[src/rtl/crpred_pkg.sv]
package crpred_pkg;
    localparam int NFLD  = 8;
    localparam int FW    = 4;
    localparam int CRW   = NFLD * FW;
    localparam int XLEN  = 64;
    localparam int FSELW = $clog2(NFLD);

    typedef enum logic [2:0] {
        OP_CR2INT,
        OP_INT2CR,
        OP_CR2CR,
        OP_CR2BIT,
        OP_NONE
    } op_e;

    // field order follows MSB0 bit order of the word
    typedef struct packed {
        logic [5:0] opcd;
        logic [4:0] tgt;
        logic       m;
        logic [3:0] mask;
        logic [2:0] src;
        logic [1:0] sel;
        logic [4:0] xo;
        logic       b26;
        logic [3:0] mode;
        logic       rc;
    } insn_t;
endpackage

[src/rtl/crpred_decode.sv]
module crpred_decode
    import crpred_pkg::*;
#(
    parameter logic [5:0] PRI_OP = 6'd19,
    parameter logic [4:0] EXT_OP = 5'd0
) (
    input  insn_t ins,
    output op_e   op,
    output logic  legal
);
    always_comb begin
        legal = (ins.opcd == PRI_OP) && (ins.xo == EXT_OP) && !ins.b26;
        op    = OP_NONE;
        if (legal) begin
            unique case (ins.sel)
                2'b00: op = OP_CR2INT;
                2'b01: op = OP_INT2CR;
                2'b10: op = OP_CR2CR;
                2'b11: op = OP_CR2BIT;
            endcase
        end
    end
endmodule

[src/rtl/crpred_match.sv]
module crpred_match #(
    parameter int W = 4
) (
    input  logic [W-1:0] mask,
    input  logic [W-1:0] mode,
    input  logic [W-1:0] tst,
    output logic [W-1:0] n,
    output logic         any_n,
    output logic         all_n
);
    genvar i;
    generate
        for (i = 0; i < W; i++) begin : g_bit
            assign n[i] = mask[i] & (mode[i] == tst[i]);
        end
    endgenerate
    assign any_n = |n;
    assign all_n = &n;
endmodule

[src/rtl/crpred_crfile.sv]
module crpred_crfile #(
    parameter int NFLD = 8,
    parameter int FW   = 4,
    localparam int CRW  = NFLD * FW,
    localparam int FSW  = $clog2(NFLD),
    localparam int BSW  = $clog2(FW)
) (
    input  logic           clk,
    input  logic           rst,
    input  logic           fld_we,
    input  logic [FSW-1:0] fld_idx,
    input  logic [FW-1:0]  fld_data,
    input  logic           bit_we,
    input  logic [FSW-1:0] bit_fld,
    input  logic [BSW-1:0] bit_pos,
    input  logic           bit_data,
    output logic [CRW-1:0] cr
);
    logic [CRW-1:0] cr_q;
    logic [CRW-1:0] cr_d;

    genvar f, j;
    generate
        for (f = 0; f < NFLD; f++) begin : g_fld
            for (j = 0; j < FW; j++) begin : g_bit
                localparam int P = CRW - 1 - FW * f - j;
                assign cr_d[P] =
                    (fld_we && fld_idx == FSW'(f)) ? fld_data[FW-1-j] :
                    (bit_we && bit_fld == FSW'(f) && bit_pos == BSW'(j)) ? bit_data :
                    cr_q[P];
            end
        end
    endgenerate

    always_ff @(posedge clk) begin
        if (rst) cr_q <= '0;
        else     cr_q <= cr_d;
    end

    assign cr = cr_q;
endmodule

[src/rtl/crpred_unit.sv]
module crpred_unit
    import crpred_pkg::*;
#(
    parameter logic [5:0] PRI_OP = 6'd19,
    parameter logic [4:0] EXT_OP = 5'd0
) (
    input  logic            clk_i,
    input  logic            rst_i,
    input  logic            valid_i,
    input  logic [31:0]     insn_i,
    input  logic [XLEN-1:0] opnd_i,
    output logic [CRW-1:0]  cr_o,
    output logic            int_we_o,
    output logic [4:0]      int_rt_o,
    output logic [XLEN-1:0] int_res_o,
    output logic            illegal_o
);
    insn_t ins;
    op_e   op;
    logic  legal;
    assign ins = insn_t'(insn_i);

    crpred_decode #(.PRI_OP(PRI_OP), .EXT_OP(EXT_OP)) u_dec (
        .ins(ins), .op(op), .legal(legal)
    );

    logic [CRW-1:0] cr;
    logic [FW-1:0]  src_bits, tst, n;
    logic           any_n, all_n, int_lsb;
    logic           unused_opnd;

    assign unused_opnd = ^opnd_i[XLEN-1:1];
    assign src_bits    = cr[CRW-1-FW*int'(ins.src) -: FW];
    assign int_lsb     = (ins.tgt == 5'd0) ? 1'b0 : opnd_i[0];
    assign tst         = (op == OP_INT2CR) ? {FW{int_lsb}} : src_bits;

    crpred_match #(.W(FW)) u_match (
        .mask(ins.mask), .mode(ins.mode), .tst(tst),
        .n(n), .any_n(any_n), .all_n(all_n)
    );

    logic             fire, fld_we, bit_we;
    logic [FSELW-1:0] fld_idx;
    logic [FW-1:0]    fld_data;

    assign fire = valid_i && legal;

    always_comb begin
        fld_we   = 1'b0;
        bit_we   = 1'b0;
        fld_idx  = '0;
        fld_data = n;
        unique case (op)
            OP_CR2INT: begin
                fld_we   = fire && ins.rc;
                fld_data = {1'b0, any_n, !any_n, 1'b0};
            end
            OP_INT2CR: begin
                fld_we  = fire;
                fld_idx = ins.src;
            end
            OP_CR2CR: begin
                fld_we  = fire;
                fld_idx = ins.tgt[4:2];
            end
            OP_CR2BIT: bit_we = fire;
            OP_NONE:   ;
            default:   ;
        endcase
    end

    crpred_crfile #(.NFLD(NFLD), .FW(FW)) u_cr (
        .clk(clk_i), .rst(rst_i),
        .fld_we(fld_we), .fld_idx(fld_idx), .fld_data(fld_data),
        .bit_we(bit_we), .bit_fld(ins.tgt[2:0]), .bit_pos(ins.tgt[4:3]),
        .bit_data(ins.m ? any_n : all_n),
        .cr(cr)
    );

    always_ff @(posedge clk_i) begin
        if (rst_i) begin
            int_we_o  <= 1'b0;
            int_rt_o  <= '0;
            int_res_o <= '0;
            illegal_o <= 1'b0;
        end else begin
            int_we_o  <= fire && (op == OP_CR2INT);
            int_rt_o  <= ins.tgt;
            int_res_o <= {{(XLEN-FW){1'b0}}, n};
            illegal_o <= valid_i && !legal;
        end
    end

    assign cr_o = cr;
endmodule

[config.mk]
export PLATFORM = sky130hd
export DESIGN_NAME = crpred_unit
export DESIGN_NICKNAME = d
export VERILOG_FILES = /design/src/rtl/crpred_pkg.sv /design/src/rtl/crpred_decode.sv /design/src/rtl/crpred_match.sv /design/src/rtl/crpred_crfile.sv /design/src/rtl/crpred_unit.sv
export SDC_FILE = /design/constraint.sdc
export NUM_CORES = 1
export LEC_CHECK = 0
export ABC_CLOCK_PERIOD_IN_PS = 8200
export BUFFER_PORTS_ARGS = -buffer_cell sky130_fd_sc_hd__buf_2
export CAP_MARGIN = 20
export CORE_MARGIN = 8
export CORE_UTILIZATION = 45
export CTS_BUF_LIST = sky130_fd_sc_hd__clkbuf_16
export CTS_CLUSTER_DIAMETER = 80
export DETAILED_ROUTE_END_ITERATION = 6
export PLACE_DENSITY = 0.78
export SKIP_LAST_GASP = 1
export SYNTH_ARGS = -nofsm -noshare
export SYNTH_HDL_FRONTEND = slang
export SYNTH_SLANG_ARGS = --single-unit
[constraint.sdc]
create_clock -name clk_i -period 8.2 [get_ports clk_i]
set_clock_uncertainty 0.2 [all_clocks]
set_input_delay 0.82 -clock clk_i [delete_from_list [all_inputs] [get_ports clk_i]]
set_output_delay 0.82 -clock clk_i [all_outputs]
set_load 0.01 [all_outputs]
======== Word-level counts from Yosys, hierarchy flattened ========
Cells that the tools add are included.
operators by class
  mux-type cells .......................... 73
  reduce and logical (&&, ||, !) cells .... 99
  shift-type cells ........................ 1
  add/subtract/negate cells ............... 1
  bitwise logic cells ..................... 4
  equal/unequal tests ..................... 28
operator list
  kind                   count
  $mux W1                67
  $reduce_bool A2 Y1     32
  $logic_and A1 B1 Y1    54
  $shiftx A35 B6 Y4      1
  $eq A3 B3 Y1 const B   8
  $eq A3 B2 Y1 const B   6
  $pmux W3 S4            1
  $logic_not A5 Y1       2
  $eq A3 B1 Y1 const B   3
  $logic_not A3 Y1       3
  $eq A2 B2 Y1 const B   4
  $mux W4                2
  $eq A6 B5 Y1 const B   1
  $pmux W3 S2            1
  $sub A5 B5 Y6 const A  1
  $and A1 B1 Y1          4
  $eq A1 B1 Y1           4
  $eq A2 B1 Y1 const B   2
  $logic_not A2 Y1       2
  $reduce_and A4 Y1      1
  $reduce_or A4 Y1       1
  $logic_not A1 Y1       3
  $mux W3                1
  $pmux W1 S2            1
  $reduce_or A2 Y1       1
storage, ports and cells
  register bits ........................... 103
  output and inout bits ................... 103
  input bits .............................. 99
  logic and storage cells ................. 243

======== Logic depth before layout (Yosys ltp) ========
  word-level depth ........................ 12
  mapped depth ............................ 10
  gate-level depth less buffers ........... 7

======== By module ========
From an unflattened synthesis, not the netlist that was laid out.
unflattened totals
  cell total of the unflattened synthesis .. 373
  area, all modules ....................... 3131.8 µm²
modules (own cells, without submodules)
  module         cells an instance  area each (µm²)  instances  sequential area each (µm²)
  crpred_crfile  215                1800.5           1          640.6
  crpred_unit    135                1187.4           1          220.2
  crpred_match   14                 83.8             1          0.0
  crpred_decode  9                  60.1             1          0.0

======== Worst setup path before layout ========
No wires, ideal clock.
  path kind ............................... in2reg
  start point ............................. input insn_i[14]
  end point ............................... register u_cr.cr_q[18], in the netlist u_cr.cr[18]
  setup slack ............................. 4.980 ns
  stages .................................. 9
  required time ........................... 7.884 ns
  library setup time ...................... 0.116 ns
  path buffers ............................ 2
  arrival ................................. 2.905 ns
  cell sequence ........................... buf_2 -> mux4_2 -> mux2i_1 -> mux2i_1 -> nand3_2 -> buf_2 -> o41ai_2 -> o21ai_1 -> a31o_1
on the way
  cells in the longest elaborated chain, start to end .. 9
  elaborated cells between the ends (all ways) .. 21
  classes of those cells .................. add/sub (1); eq/ne (5); shift (1); mux (6); bitwise (4); reduce/logical (4)
RTL lines
  item                                                   line                                    text
  start, declared                                        crpred_unit.sv:10                       input logic [31:0] insn_i,
  $sub A5 B5 Y6                                          crpred_unit.sv:33                       assign src_bits = cr[CRW-1-FW*int'(ins.src) -: FW];
  $shiftx A35 B6 Y4                                      crpred_unit.sv:33
  $mux W4                                                crpred_unit.sv:35                       assign tst = (op == OP_INT2CR) ? {FW{int_lsb}} : src_bits;
  $eq A1 B1 Y1                                           crpred_match.sv:14                      assign n[i] = mask[i] & (mode[i] == tst[i]);
  $and A1 B1 Y1                                          crpred_match.sv:14
  $reduce_and A4 Y1 or $reduce_or A4 Y1 (tied branches)  crpred_match.sv:18, crpred_match.sv:17
  $mux W1                                                crpred_unit.sv:76                       .bit_data(ins.m ? any_n : all_n),
  $mux W1                                                crpred_crfile.sv:29                     (bit_we && bit_fld == FSW'(f) && bit_pos == BSW'(j)) ? bit_data :
  $mux W1                                                crpred_crfile.sv:28                     (fld_we && fld_idx == FSW'(f)) ? fld_data[FW-1-j] :
  end signal, assigned                                   crpred_crfile.sv:37                     else cr_q <= cr_d;
  end, declared                                          crpred_crfile.sv:19                     logic [CRW-1:0] cr_q;
Several ways; a longest one is shown, not always the timed one. The select of a mux whose other input is x is not followed.
A chain may end at the register's enable or synchronous reset.

======== Worst setup path in the final report ========
  start point ............................. input insn_i[13]
  end point ............................... register u_cr.cr_q[4], in the netlist u_cr.cr[4]
Same word-level chain as after synthesis.

==> results_dict.tcl <==
set metrics [dict create \
    setup_violations 0 \
    met1_length_um 4420 \
    leakage_nw 1.58 \
    syn_avg_cell_area_um2 8.17 \
    cts-root-buf "clkbuf_16" \
    crit_path_cells "buf_2, mux4_2, mux2i_1, mux2i_1, nand3_2, a31oi_1, o22a_1, o31ai_1" \
    max_slew_margin_pct 39.6 \
    fp.dieArea_um2 10800 \
    number_of_synthesized_flops_with_an_enable_pin 0 \
    combPwrFrac_pct 15.8 \
    fp.dieH_um 104 \
    coreArea_um2 7610 \
    pin_count 202 \
    p_seq_share_pct 44.1 \
    clkLatencyLatePin_ps 280 \
    final_hold_viol_count 0 \
    cts_sinks 43 \
    total_power_mw 0.480 \
    grt_max_degree 54 \
    dr.max_layer_used "met4" \
    final_antenna_net_count 0 \
    numCtsBuffers 5 \
    sw_frac_of_total_pct 28.6 \
    drive_gt1_share_pct 23.6 \
    area.growth.synth_to_final_pct 7.91 \
    timing_worst_setup_path_type "in2reg" \
    syn_inst 424 \
    cp_max_fanout 22 \
    synth_largest_type_area_fraction_pct 24.9 \
    data_arrival_time_of_the_critical_path_ps 3810 \
    timing.critical_path.slowest_stage_cell "o22a_1" \
    wire_length_of_the_first_global_routing_pass_um 17300 \
    timing.critical_path.mode_cell "mux2i_1" \
    reg2regPathDepth 7 \
    switching_power_mw 0.137 \
    initial_core_util_pct 45.5 \
    hpwlAfterDp_um 8330 \
    std_cell_rows 32 \
    antenna_cells_inserted 0 \
    post-route-drc-count 0 \
    fin_tns_setup_ps 0 \
    report.final.slew_viol_count 0 \
    global_route.overflow_total 0 \
    synth_common_cells "61 x buf_4, 43 x dfxtp_1, 30 x nand3_1" \
    grt_use_total_pct 19.3 \
    port-buffer-count 78 \
    dieWidth_um 104 \
    yosysWarnings 0 \
    rsz_0062_raised_after_global_routing "false" \
    synth-main-ff-cell "dfxtp_1" \
    whs_path_depth 2 \
    detailedRoute.firstPassIterationCount 5 \
    detailroute.wirelength.met3_um 1050 \
    crit_path_max_incr_delay_ps 720 \
    hold_path.class "reg2reg" \
    leading_area_contributor_after_synthesis "dfxtp_1" \
    synth_area_leaders "dfxtp_1 25%, buf_4 13%, mux4_2 5.2%" \
    antenna_found_initial 0 \
    cts_tree "done" \
    gp_congestion 0.965 \
    synth-seq-cells 43 \
    post-route-period-util_pct 47.3 \
    nFillCells 774 \
    max_slew.worst_pin.slew_ps 907 \
    first_global_vias 3257 \
    cts_max_path_buffers 2 \
    cp_data_required_time_ps 8140 \
    cts.hold.buffers_added 0 \
    route.vias.total 3374 \
    htreeDepth 2 \
    asyncSetResetFlopFracSynth_pct 0 \
    finalWorstPathRequiredPeriod_ps 3880 \
    worst_setup_path_end_kind "register" \
    dp.cells 568 \
    post_cts.resized_instances 0 \
    synth-seq-area-share_pct 24.9 \
    cellPowerDensity_nw_per_um2 128 \
    layout.cells.non_filler 576 \
    wl_um 10900 \
    yosys.cell_types.count 56 \
    clock.fmax_mhz 258 \
    drt_first_iter_violations 335 \
    nNetsFinal 572 \
    intPower_mw 0.343 \
    route.met2.wl_um 5240 \
    post-cts-setup-buffer-count 0 \
    run_status "complete, no violations" \
    number_of_vias_per_cell_after_detailed_routing 5.86 \
    post_drt_wl_per_cell_um 18.9 \
    relative_contribution_of_the_clock_network_to_total_power_pct 40.1 \
    syn-cell-area_um2 3460 \
    post-synth-top-count-cell "buf_4" \
    clkTransAtPathRegs_ps 60 \
    worst_ir_drop_vdd_mv 0.0946 \
    setup.worst_path.start_class "primary input" \
    maxCapViolCount 0 \
]
## logic make-up (layout without fill, tap and decap cells)
logic type,after synthesis,after routing,synth area share (%)
AO/OA/AOI/OAI,94,94,21.0
buffers and inverters,97,88,17.7
flip-flops,43,43,24.9
multiplexers,15,15,7.23
other,1,60,0.108
AND/OR/NAND/NOR,174,174,29.0
## sequential cells by signal, indices dropped and copies added, names as in the netlist
register and cells:
illegal_o 1, int_res_o 4, int_rt_o 5, int_we_o 1, u_cr.cr 32
## routing by layer
layer / GRT usage [%] / vias up
li1: - / 1548
met1: 23.3 / 1584
met2: 32.3 / 225
met3: 5.51 / 17
met4: 6.00 / 0
met5: 0 / -
## metrics by stage
stage	utilization [%]	hold WS (ps)	setup slack (ps)	cell area, um2
3_3_place_gp	47.3	352	4160	3590
4_1_cts	49.1	387	4370	3740
3_5_place_dp	47.3	370	4090	3590
6_report	49.1	386	4320	3740
5_1_grt	49.1	419	4130	3740
2_1_floorplan	-	396	4980	3680
## cells in the final DEF, fill, tap and decap left out, types with 10 or more instances in the layout
master    count
buf_2        78
conb_1       60
dfxtp_1      43
nand3_1      30
nor2_1       28
nand2_1      24
a21oi_1      18
nand2b_1     16
a21o_1       12
o31ai_1      12
nor3_1       11
or3_1        10
## final timing paths
| path | start | to | slack, ps |
|---|---|---|---|
| max | insn_i[13] | u_cr.cr[4] | 4320 |
| min | u_cr.cr[17] | u_cr.cr[17] | 390 |
| max reg2reg | u_cr.cr[12] | u_cr.cr[4] | 4890 |
| min reg2reg | u_cr.cr[17] | u_cr.cr[17] | 390 |
## power by group through the flow
stage / Clock (mW) / Sequential [mW] / Combinational, mW
2_1_floorplan: 0 / 0.218 / 0.0724
3_3_place_gp: 0 / 0.216 / 0.0715
3_5_place_dp: 0 / 0.216 / 0.0731
4_1_cts: 0.196 / 0.212 / 0.0733
5_1_grt: 0.207 / 0.212 / 0.0823
6_report: 0.192 / 0.212 / 0.0760
## worst max-delay path, delay by kind of cell
family	cells	cell delay (ps)
muxes	3	1100
AOI/OAI and AO/OA	3	1250
buffers and inverters	1	290
and+or+nand+nor	1	330
## final cells by class
type	count	area, um2	area share [%]
multi-input combinational	343	2210	59.1
sequential	43	861	23.0
timing repair buffer	78	390	10.4
tap	102	128	3.42
clock buffer	5	125	3.35
clock inverter	3	16.3	0.435
inverter	2	7.51	0.201
No activity file was read; power rests on OpenSTA's default activity.
